**src/rtl/cal_alarm_pkg.sv**
```systemverilog
// Package: shared constants and types for the calendar alarm comparator.
// Assumes one byte-wide register port and BCD live counts supplied by a counter block.
package cal_alarm_pkg;

    // Number of compared calendar fields and the width of one BCD field.
    localparam int FIELD_N  = 6;
    localparam int FIELD_W  = 7;
    localparam int REG_W    = FIELD_W + 1;
    localparam int ENA_BIT  = FIELD_W;

    // Register port geometry: the alarm block follows the year counter slot.
    localparam int ADDR_W    = 4;
    localparam int ALM_BASE  = 8;
    localparam int CTRL_ADDR = ALM_BASE + FIELD_N;

    // Control register bit positions.
    localparam int FLAG_BIT = 0;
    localparam int AIE_BIT  = 3;

    // Field index order, which also sets the register order and the live slice order.
    typedef enum logic [2:0] {
        FLD_SEC  = 3'd0,
        FLD_MIN  = 3'd1,
        FLD_HOUR = 3'd2,
        FLD_WDAY = 3'd3,
        FLD_DAY  = 3'd4,
        FLD_MON  = 3'd5
    } cal_field_e;

endpackage

```
**src/rtl/alarm_regfile.sv**
```systemverilog
// Module: alarm_regfile
// Holds the per-field alarm registers and the interrupt-enable bit, decodes writes,
// and builds the read data. The flag itself lives in alarm_flag_ctl and is fed back
// here only for readback. Assumes a single-cycle write strobe and combinational reads.
module alarm_regfile #(
    parameter int FIELDS    = 6,
    parameter int BCD_W     = 7,
    parameter int AW        = 4,
    parameter int BASE      = 8,
    parameter int CTRL      = 14,
    parameter int FLAG_POS  = 0,
    parameter int AIE_POS   = 3
) (
    input  logic                      clk,
    input  logic                      rst_n,
    input  logic                      wr,
    input  logic [AW-1:0]             addr,
    input  logic [BCD_W:0]            wdata,
    input  logic                      flag,
    output logic [BCD_W:0]            rdata,
    output logic [FIELDS*BCD_W-1:0]   alm_val,
    output logic [FIELDS-1:0]         alm_en,
    output logic                      aie,
    output logic                      clr_req
);

    localparam int RW = BCD_W + 1;
    localparam logic [AW-1:0] CTRL_A = AW'(CTRL);

    logic [RW-1:0] regs [FIELDS];
    logic          ctrl_sel;

    // Control register select, shared by the enable bit and the flag clear request.
    assign ctrl_sel = wr && (addr == CTRL_A);

    // A write of 0 to the flag bit asks the flag controller to clear the flag.
    assign clr_req = ctrl_sel && !wdata[FLAG_POS];

    genvar g;
    generate
        for (g = 0; g < FIELDS; g++) begin : g_field
            localparam logic [AW-1:0] FA = AW'(BASE + g);
            logic sel;

            // Per-field write decode.
            assign sel = wr && (addr == FA);

            // Per-field alarm register storage.
            always_ff @(posedge clk) begin
                if (!rst_n) begin
                    regs[g] <= '0;
                end else if (sel) begin
                    regs[g] <= wdata;
                end
            end

            // Split the stored byte into compare value and enable.
            assign alm_val[g*BCD_W +: BCD_W] = regs[g][BCD_W-1:0];
            assign alm_en[g]                 = regs[g][BCD_W];
        end
    endgenerate

    // Interrupt-enable bit of the control register.
    always_ff @(posedge clk) begin
        if (!rst_n) begin
            aie <= 1'b0;
        end else if (ctrl_sel) begin
            aie <= wdata[AIE_POS];
        end
    end

    // Read data multiplexer: alarm registers, the control register, or zero.
    always_comb begin
        rdata = '0;
        for (int i = 0; i < FIELDS; i++) begin
            if (addr == AW'(BASE + i)) begin
                rdata = regs[i];
            end
        end
        if (addr == CTRL_A) begin
            rdata[FLAG_POS] = flag;
            rdata[AIE_POS]  = aie;
        end
    end

endmodule

```
**src/rtl/alarm_field_cmp.sv**
```systemverilog
// Module: alarm_field_cmp
// Compares every enabled alarm field with its live BCD count and reduces the result
// to one match bit. A disabled field always counts as a hit. With no field enabled,
// the match bit stays low. Purely combinational.
module alarm_field_cmp #(
    parameter int FIELDS = 6,
    parameter int BCD_W  = 7
) (
    input  logic [FIELDS*BCD_W-1:0] alm_val,
    input  logic [FIELDS-1:0]       alm_en,
    input  logic [FIELDS*BCD_W-1:0] live,
    output logic                    match
);

    logic [FIELDS-1:0] hit;

    genvar g;
    generate
        for (g = 0; g < FIELDS; g++) begin : g_cmp
            // One field: a hit when the field is disabled or its value equals the live count.
            assign hit[g] = !alm_en[g] ||
                            (alm_val[g*BCD_W +: BCD_W] == live[g*BCD_W +: BCD_W]);
        end
    endgenerate

    // Reduce: every field must hit, and at least one field must take part.
    assign match = (&hit) && (|alm_en);

endmodule

```
**src/rtl/alarm_flag_ctl.sv**
```systemverilog
// Module: alarm_flag_ctl
// Registers the match bit and sets a sticky flag on its rising edge. A clear request
// drops the flag unless a new match edge arrives in the same cycle, in which case the
// set wins. Assumes match is already free of glitches, since it is sampled only at the clock edge.
module alarm_flag_ctl (
    input  logic clk,
    input  logic rst_n,
    input  logic match,
    input  logic clr_req,
    output logic match_q,
    output logic flag
);

    logic rise;

    // Edge detect on the match condition.
    assign rise = match && !match_q;

    // Previous-cycle match, used for edge detection.
    always_ff @(posedge clk) begin
        if (!rst_n) begin
            match_q <= 1'b0;
        end else begin
            match_q <= match;
        end
    end

    // Sticky flag: set by a match edge, cleared by software, with set taking priority.
    always_ff @(posedge clk) begin
        if (!rst_n) begin
            flag <= 1'b0;
        end else if (rise) begin
            flag <= 1'b1;
        end else if (clr_req) begin
            flag <= 1'b0;
        end
    end

endmodule

```
**src/rtl/cal_alarm_match.sv**
```systemverilog
// Module: cal_alarm_match (top)
// Alarm comparator with per-field enables. It ties together the register file, the
// field comparator and the flag controller, and gates the interrupt with the enable.
// Assumes live_bcd changes only at clock edges, in the domain of clk.
module cal_alarm_match
    import cal_alarm_pkg::*;
#(
    parameter int FIELDS = FIELD_N,
    parameter int BCD_W  = FIELD_W,
    parameter int AW     = ADDR_W
) (
    input  logic                    clk,
    input  logic                    rst_n,
    input  logic                    bus_wr,
    input  logic [AW-1:0]           bus_addr,
    input  logic [BCD_W:0]          bus_wdata,
    output logic [BCD_W:0]          bus_rdata,
    input  logic [FIELDS*BCD_W-1:0] live_bcd,
    output logic                    alarm_flag,
    output logic                    alarm_irq
);

    localparam int CTRL_A = ALM_BASE + FIELDS;

    logic [FIELDS*BCD_W-1:0] alm_val;
    logic [FIELDS-1:0]       alm_en;
    logic                    aie;
    logic                    clr_req;
    logic                    match_all;
    logic                    match_prev;

    // Register storage and bus decode.
    alarm_regfile #(
        .FIELDS   (FIELDS),
        .BCD_W    (BCD_W),
        .AW       (AW),
        .BASE     (ALM_BASE),
        .CTRL     (CTRL_A),
        .FLAG_POS (FLAG_BIT),
        .AIE_POS  (AIE_BIT)
    ) u_regs (
        .clk     (clk),
        .rst_n   (rst_n),
        .wr      (bus_wr),
        .addr    (bus_addr),
        .wdata   (bus_wdata),
        .flag    (alarm_flag),
        .rdata   (bus_rdata),
        .alm_val (alm_val),
        .alm_en  (alm_en),
        .aie     (aie),
        .clr_req (clr_req)
    );

    // Enabled-field comparison.
    alarm_field_cmp #(
        .FIELDS (FIELDS),
        .BCD_W  (BCD_W)
    ) u_cmp (
        .alm_val (alm_val),
        .alm_en  (alm_en),
        .live    (live_bcd),
        .match   (match_all)
    );

    // Flag sequencing.
    alarm_flag_ctl u_flag (
        .clk     (clk),
        .rst_n   (rst_n),
        .match   (match_all),
        .clr_req (clr_req),
        .match_q (match_prev),
        .flag    (alarm_flag)
    );

    // Interrupt request: the flag qualified by its enable.
    assign alarm_irq = alarm_flag && aie;

endmodule

```
**config.mk**
```make
export PLATFORM = sky130hd
export DESIGN_NAME = cal_alarm_match
export DESIGN_NICKNAME = d
export VERILOG_FILES = /design/src/rtl/cal_alarm_pkg.sv /design/src/rtl/alarm_regfile.sv /design/src/rtl/alarm_field_cmp.sv /design/src/rtl/alarm_flag_ctl.sv /design/src/rtl/cal_alarm_match.sv
export SDC_FILE = /design/constraint.sdc
export NUM_CORES = 1
export LEC_CHECK = 0
export ABC_AREA = 1
export CAP_MARGIN = 20
export CORE_MARGIN = 2
export CORE_UTILIZATION = 46
export DETAILED_ROUTE_END_ITERATION = 10
export PLACE_DENSITY = 0.85
export RECOVER_POWER = 25
export SETUP_SLACK_MARGIN = 0.3
export SLEW_MARGIN = 20
export SYNTH_ARGS = -nofsm -noshare
export SYNTH_HDL_FRONTEND = slang
export SYNTH_SLANG_ARGS = --single-unit
export TNS_END_PERCENT = 5
```
**constraint.sdc**
```tcl
create_clock -name clk -period 1.6 [get_ports clk]
set_input_delay 0.16 -clock clk [delete_from_list [all_inputs] [get_ports clk]]
set_output_delay 0.16 -clock clk [all_outputs]
set_load 0.01 [all_outputs]
```
==> summary.md, run 1 <==
| Metric | Value |
|---|---|
| Outcome | `finished clean` |
| Leakage | `1.92 nW` |
| Worst-Margin Slew | `0.439 ns` |
| Gate Count Post-Synth | `387` |
| Via-to-Cell Ratio | `5.13` |
| Fin Clk Skew | `0.00941 ns` |
| Clock root buffer master | `clkbuf_8` |
| Vias | `2,948` |
| Placed Cells | `552` |
| R2r startpoint | `u_regs.regs[1][0]` |
| Critical Path RT | `1.44 ns` |
| CP Launch Type | `flop` |
| Clk slew on worst S/H paths | `0.09 ns` |
| Syn. warnings | `0` |
| Clock Tree Buf Depth | `2` |
| Crit path DAT | `1.40 ns` |
| Post-synth top area share | `48.2%` |
| Layout Cells excl Fill | `575` |
| Register area share after synthesis | `50.3%` |
| GRT Total Usage | `24.7%` |
| Most common cell after layout, fill and taps aside | `nand2_1` |
| Synthesis-to-layout area growth | `39.4%` |
| Remaining DRCs | `0` |
| WP buf/inv | `1` |
| Final Wtd Congestion | `0.976` |
| Final net count | `554` |
| Post-route ant nets | `0` |
| Starting Density | `47.3%` |
| Global-route wire length before repair | `13,500 microns` |
| Worst Path Max Fanout | `2` |
| Delay of the slowest cell on the worst path | `0.46 ns` |
| Crit-path cells | `nand2_1 -> o211ai_1 -> a21oi_1 -> nand3_1 -> buf_2` |
| WL final | `8840 microns` |
| Num rows | `29` |
| Vias in the first global route | `2,873` |
| Max-cap viol count | `0` |
| Layout cells sized above 1 | `18.1%` |
| Power density cells | `711 nW/um^2` |
| Worst VDD drop | `0.000485 V` |
| CP endpoint kind | `output pin` |
| First DRT Iteration DRCs | `275` |
| Crit path from | `u_regs.regs[0][2]` |
| Hold path start | `u_flag.match_q` |
| Most frequent cells in the layout | `nand2_1, nor2_1, inv_1` |
| Die Footprint | `7160 sq um` |
| Cell taking the most area after synthesis | `edfxtp_1` |
| Final Critical Period | `1.56 ns` |
| Largest cells by area after synthesis | `edfxtp_1, nand2_1, nor2_1` |
| Port bufs | `66` |
| CTS tree | `yes` |
| Count of pins over their slew limit | `0` |
| Core Area | `6310 sq um` |
| Crit share post-route | `97.7%` |
| #FFs+latches synth | `51` |
| Avg Inst Size Synth | `7.72 sq um` |
| Ports | `67` |
| Slowest cell on crit path | `edfxtp_1` |
| RSZ-0062 raised after global routing | `yes` |
| Mapped cell area | `2990 sq um` |
| Ant diodes | `0` |
| Pin count of the biggest net entering global routing | `16` |
| Crit-path leading delay family | `flip-flops` |
| Initial antenna violation count | `0` |
| Netlist cell types | `24` |
| Total gr overflow | `0` |
| Fillers | `543` |
| Slew HR | `70.7%` |
| Clock Sinks | `51` |
| Fmax | `640 MHz` |
| Die X | `84.6 microns` |
| Hold crit path type | `reg -> reg` |
| Num CTS Buffers | `5` |
| Routed len/inst | `15.4 microns` |
| Crit Path Class | `reg -> out` |
| Final Hold Vio Count | `0` |
| Syn_nets | `444` |
| Final HPWL DP | `6690 microns` |
| Setup TNS Final | `0 ns` |
| Clk_lat worst skew | `0.31 ns` |
| R2R Setup Slk | `0.08 ns` |
| # setup viols final | `0` |
| Die height | `84.6 microns` |
| H-Tree Depth | `2` |
| Drt pass-1 iters | `5` |
-- Yosys cell counts, drive strengths merged --
master   instances
a21oi            8
a221oi           1
and2             1
clkbuf           1
clkinv           1
dfxtp            3
edfxtp          48
inv             66
nand2          127
nand3           14
nand4            6
nor2            75
o2111ai          1
o211ai           2
o21ai            9
o21bai           1
o221ai           1
o22ai            2
xnor2           14
xor2             6
-- metal layers --
metal / track usage [%] / share of wire, % / up-vias / wire (microns)
met3: 3.64 / 8.7 / 14 / 768
met5: 0 / 0 / - / 0
met1: 32.2 / 39 / 1346 / 3460
met4: 6.93 / 1.5 / 0 / 135
li1: - / - / 1426 / -
met2: 42.8 / 51 / 162 / 4470
-- through the flow --
step | util (%) | worst slack (ns) | power, mW | hold WS [ns] | cell area, sq um
finish | 66.0 | 0.0367 | 2.96 | 0.490 | 4160
global route | 66.0 | 0.0332 | 3.05 | 0.518 | 4160
CTS | 65.6 | 0.0684 | 2.94 | 0.504 | 4140
detailed placement | 62.2 | -0.692 | 2.18 | 0.476 | 3930
global placement | 62.2 | -0.649 | 2.16 | 0.476 | 3930
floorplan | - | 0.137 | 1.85 | 0.379 | 2990
-- final cells by class --
| class | count | area [sq um] | share of cell area (%) |
|---|---|---|---|
| timing repair buffer | 103 | 900 | 21.6 |
| tap | 77 | 96.3 | 2.31 |
| sequential | 51 | 1500 | 36.1 |
| clock buffer | 7 | 86.3 | 2.07 |
| clock inverter | 1 | 5.00 | 0.120 |
| multi-input combinational | 269 | 1320 | 31.8 |
| inverter | 67 | 251 | 6.04 |
-- final timing paths --
path	end	depth (start not counted)
worst max-delay path	bus_rdata[2]	5
worst min-delay path	u_flag.flag	3
worst max register to register	u_flag.flag	10
worst min register to register	u_flag.flag	3
-- worst reg2reg max path, stage by stage (launching register included) --
cell	delay (ns)
edfxtp_1	0.42
buf_4	0.15
buf_4	0.12
xor2_1	0.14
nor2_1	0.11
nand2_1	0.07
nor2_2	0.10
nor2_1	0.08
nor2_1	0.14
nand3_1	0.10
nand2_1	0.06
-- sequential cells by signal (all words and copies together) (netlist names) --
signal	count
u_regs.aie	1
u_regs.regs	48
u_flag.flag	1
u_flag.match_q	1
-- logic make-up after synthesis --
family / Yosys count / synth area share, %
AND/OR/NAND/NOR: 223 / 30.4
XOR/XNOR: 20 / 5.86
buffers and inverters: 68 / 8.54
AO/OA/AOI/OAI: 25 / 4.90
flip-flops: 51 / 50.3
-- repair_timing --
| action | in CTS | in global routing |
|---|---|---|
| gates resized for setup | 75 | 6 |
| hold buffers | 0 | 0 |
| gates cloned | 1 | 0 |
| pin swaps | 19 | 5 |
| endpoints found under the setup margin | 100 | 45 |
| setup buffers | 11 | 3 |
-- power by group --
group          leakage (nW)  internal [mW]  switching, mW
logic                  1.39          0.291          0.291
registers             0.484           1.54         0.0661
clock network        0.0482          0.350          0.427
total                  1.92           2.18          0.785
(Power assumes the default switching activity.)
==> inputs of run 2 (changes only) <==
HOLD_SLACK_MARGIN = 0.12   (was unset)
SKIP_LAST_GASP = 1   (was unset)
==> results of run 2 <==
No change in the layout: final DEF, timing and power equal those of run 1.
==> inputs of run 3 (changes only) <==
CORE_UTILIZATION = 36   (was 46)
PLACE_DENSITY = 0.7   (was 0.85)
SYNTH_HIERARCHICAL = 1   (was unset)
==> run 3 against run 2 <==
Effect of this change:
- sequential share of layout area shrank 1.6 points
- via count shrank 3.6%
- critical path type is now in -> out
- non-clock buffer count grew 5
- worst setup slack lost 0.0011 ns
- final cell count grew 3.1%
- combinational power grew 6.5%
- die area grew 29%
==> summary.md, run 3 <==
| Metric | Value |
|---|---|
| Slowest cell on crit path | `nor3_1` |
| Ys async rst share | `0% (unchanged)` |
| Hold crit path type | `reg -> reg` |
| Cell Area, Placed | `4120 sq um (+4.9%)` |
| Pre-CTS setup slack | `-0.613 ns (+0.0789 ns)` |
| Post-synth top area share | `47.1% (-1.2 points)` |
| Largest cells by area after synthesis | `edfxtp_1, nand2_1, nor2_1` |
| Die height | `96.2 microns (+14%)` |
| Core Util, Final | `53.0% (-13 points)` |
| Fin Clk Skew | `0.00406 ns (-0.00535 ns)` |
| Mapped cell area | `3060 sq um (+2.5%)` |
| Power density cells | `722 nW/um^2 (+1.6%)` |
| Vias in the first global route | `2,659 (-7.4%)` |
| Crit share post-route | `97.8% (about the same)` |
| R2r startpoint | `u_regs/regs[0][0]` |
| Most common cell after layout, fill and taps aside | `nand2_1` |
| Delay of the slowest cell on the worst path | `0.36 ns (-0.10 ns)` |
| Global-route wire length before repair | `13,300 microns (-1.3%)` |
| Most frequent cells in the layout | `nand2_1, nor2_1, clkdlybuf4s50_1` |
| Hold path start | `u_regs/aie` |
| # setup viols final | `0 (unchanged)` |
| Multi-input gate area | `1400 sq um (+5.7%)` |
| Ports | `67 (unchanged)` |
| Leakage | `1.89 nW (-1.6%)` |
| Clock Tree Buf Depth | `2 (unchanged)` |
| Worst hold stages | `2 (-1)` |
| CTS tree | `yes` |
| Die X | `96.2 microns (+14%)` |
| Post-route ant nets | `0 (unchanged)` |
| Clk slew on worst S/H paths | `0.09 ns (about the same)` |
| Placed Cells | `573 (+3.8%)` |
| First DRT Iteration DRCs | `286 (+4.0%)` |
| Die Footprint | `9260 sq um (+29%)` |
| R2R Path End | `u_flag/flag` |
| Drt pass-1 iters | `5 (unchanged)` |
| Final Critical Period | `1.56 ns (+0.00108 ns)` |
| Syn. warnings | `6 (+6)` |
| Fillers | `794 (+46%)` |
| Top cells by count, synth | `nand2_1, nor2_1, edfxtp_1, inv_1, xnor2_1` |
| Routed len/inst | `14.7 microns (-4.1%)` |
| Slew HR | `73.6% (+2.8 points)` |
| Max reg flops | `48 (unchanged)` |
| Main synth FF type | `edfxtp_1` |
| Num rows | `33 (+14%)` |
| Crit-path cells | `clkdlybuf4s15_2 -> clkbuf_1 -> nor3_1 -> buf_12 -> nand2_1 -> nand4_1 -> buf_2` |
| Fmax | `639 MHz (about the same)` |
| R2R Setup Slk | `0.10 ns (+0.02 ns)` |
| Hold Slack | `0.481 ns (-0.00916 ns)` |
| Ant diodes | `0 (unchanged)` |
| Outcome | `finished clean` |
| CP endpoint kind | `output pin` |
| Via-to-Cell Ratio | `4.79 (-6.6%)` |
| Final net count | `544 (-1.8%)` |
| Clk_lat worst skew | `0.30 ns (about the same)` |
| Total Power | `3.14 mW (+6.2%)` |
| Final Hold Vio Count | `0 (unchanged)` |
| Pin count of the biggest net entering global routing | `17 (+1)` |
| Total gr overflow | `0 (unchanged)` |
| Synthesis-to-layout area growth | `42.2%` |
| Reg2Reg Depth | `10 (unchanged)` |
| Port bufs | `66 (unchanged)` |
| Num CTS Buffers | `5 (unchanged)` |
| Layout cells sized above 1 | `19.3% (+1.2 points)` |
| Count leader, synth | `nand2_1` |
| #FFs+latches synth | `51 (unchanged)` |
| Crit path DAT | `1.40 ns (about the same)` |
| Starting Density | `37.3% (-10 points)` |
| Hold Path End | `u_regs/aie` |
| Worst-Margin Slew | `0.396 ns (-0.0430 ns)` |
| RSZ-0062 raised after global routing | `yes` |
| Core Area | `8220 sq um (+30%)` |
| Remaining DRCs | `0 (unchanged)` |
| Clock root buffer master | `clkbuf_8` |
| WL final | `8740 microns (-1.1%)` |
| Initial antenna violation count | `0 (unchanged)` |
| Setup TNS Final | `0 ns (unchanged)` |
| Worst VDD drop | `0.000430 V (-11%)` |
| GRT Total Usage | `19.5% (-5.1 points)` |
| Syn_nets | `434 (-2.3%)` |
| Critical Path RT | `1.44 ns (about the same)` |
| Gate Count Post-Synth | `377 (-2.6%)` |
| Final Cell Area | `4350 sq um (+4.5%)` |
| Final setup margin | `0.0356 ns (-0.00108 ns)` |
| Netlist cell types | `23 (-4.2%)` |
| Final HPWL DP | `6530 microns (-2.3%)` |
| Avg Inst Size Synth | `8.12 sq um (+5.2%)` |
| Reg with most FFs | `u_regs/regs` |
| Final Wtd Congestion | `0.948 (-2.9%)` |
| Layout Cells excl Fill | `593 (+3.1%)` |
| Crit Path Class | `in -> out` |
| Sequential cell area | `1500 sq um (unchanged)` |
| Cell taking the most area after synthesis | `edfxtp_1` |
| Clock Sinks | `51 (unchanged)` |
| Max-cap viol count | `0 (unchanged)` |
| CP Launch Type | `input port` |
| Register area share after synthesis | `49.0% (-1.2 points)` |
| Worst Path Max Fanout | `9 (+7)` |
| Vias | `2,841 (-3.6%)` |
| H-Tree Depth | `2 (unchanged)` |
| EDFF count, synth | `48 (unchanged)` |
| Count of pins over their slew limit | `0 (unchanged)` |
-- run 3: cell count changes after synthesis, moves of 3 or more --
| cell | delta |
|---|---|
| nand3_1 | +9 |
| buf_2 | +3 |
| nor2_1 | +8 |
| nand3_4 | +4 |
| o21ai_0 | -5 |
| xnor2_1 | +11 |
| a21oi_1 | -7 |
| nand4_1 | +3 |
| nand3_2 | -4 |
| nand2_1 | -15 |
| inv_1 | -15 |
-- run 3: final cells by class --
| class | count | share of cell area (%) |
|---|---|---|
| Sequential cell | 51 | 34.5 |
| Tap cell | 105 | 3.02 |
| Inverter | 50 | 4.37 |
| Clock buffer | 6 | 1.90 |
| Multi-Input combinational cell | 271 | 32.1 |
| Timing Repair Buffer | 108 | 23.3 |
| Clock inverter | 2 | 0.805 |
-- run 3: cell families after synthesis --
group	share of synthesized area, %
simple gates	33.8
flops	49.0
xor+xnor	8.87
buf+inv	7.23
compound gates	1.10
-- run 3: repair_timing --
action                     in CTS  in global routing
hold buffers                    0                  0
buffers inserted                7                  4
setup endpoints to repair      93                 46
cloned                          1                  0
gates resized for setup        69                  8
pin swaps                      11                  9
-- run 3: worst max-delay path: cells and delay by family --
kind / cells / cell delay [ns]
buf+inv: 4 / 0.71
simple gates: 3 / 0.53
-- run 3: power by group --
group	switching (mW)	internal [mW]	leakage (nW)
Clock	0.420	0.506	0.0612
Combinational	0.295	0.325	1.35
Sequential	0.0616	1.54	0.484
-- run 3: routing by layer --
metal | GRT usage, % | up-vias | wire length (microns)
met5 | 0 | - | 0
met4 | 5.12 | 0 | 191
met3 | 2.98 | 13 | 675
met2 | 32.4 | 123 | 4280
met1 | 26.6 | 1303 | 3590
li1 | - | 1402 | -
-- run 3: how the worst max path moves through the flow --
stage | startpoint | to | slack [ns] | depth (start not counted)
finish | bus_addr[0] | bus_rdata[6] | 0.04 | 7
global route | u_regs/regs[2][8] | u_flag/flag | -0.01 | 13
CTS | u_regs/regs[1][0] | bus_rdata[0] | 0.11 | 5
detailed placement | bus_addr[0] | bus_rdata[4] | -0.61 | 10
global placement | bus_addr[0] | bus_rdata[6] | -0.62 | 10
floorplan | bus_addr[0] | u_regs/regs[0][10] | 0.23 | 5
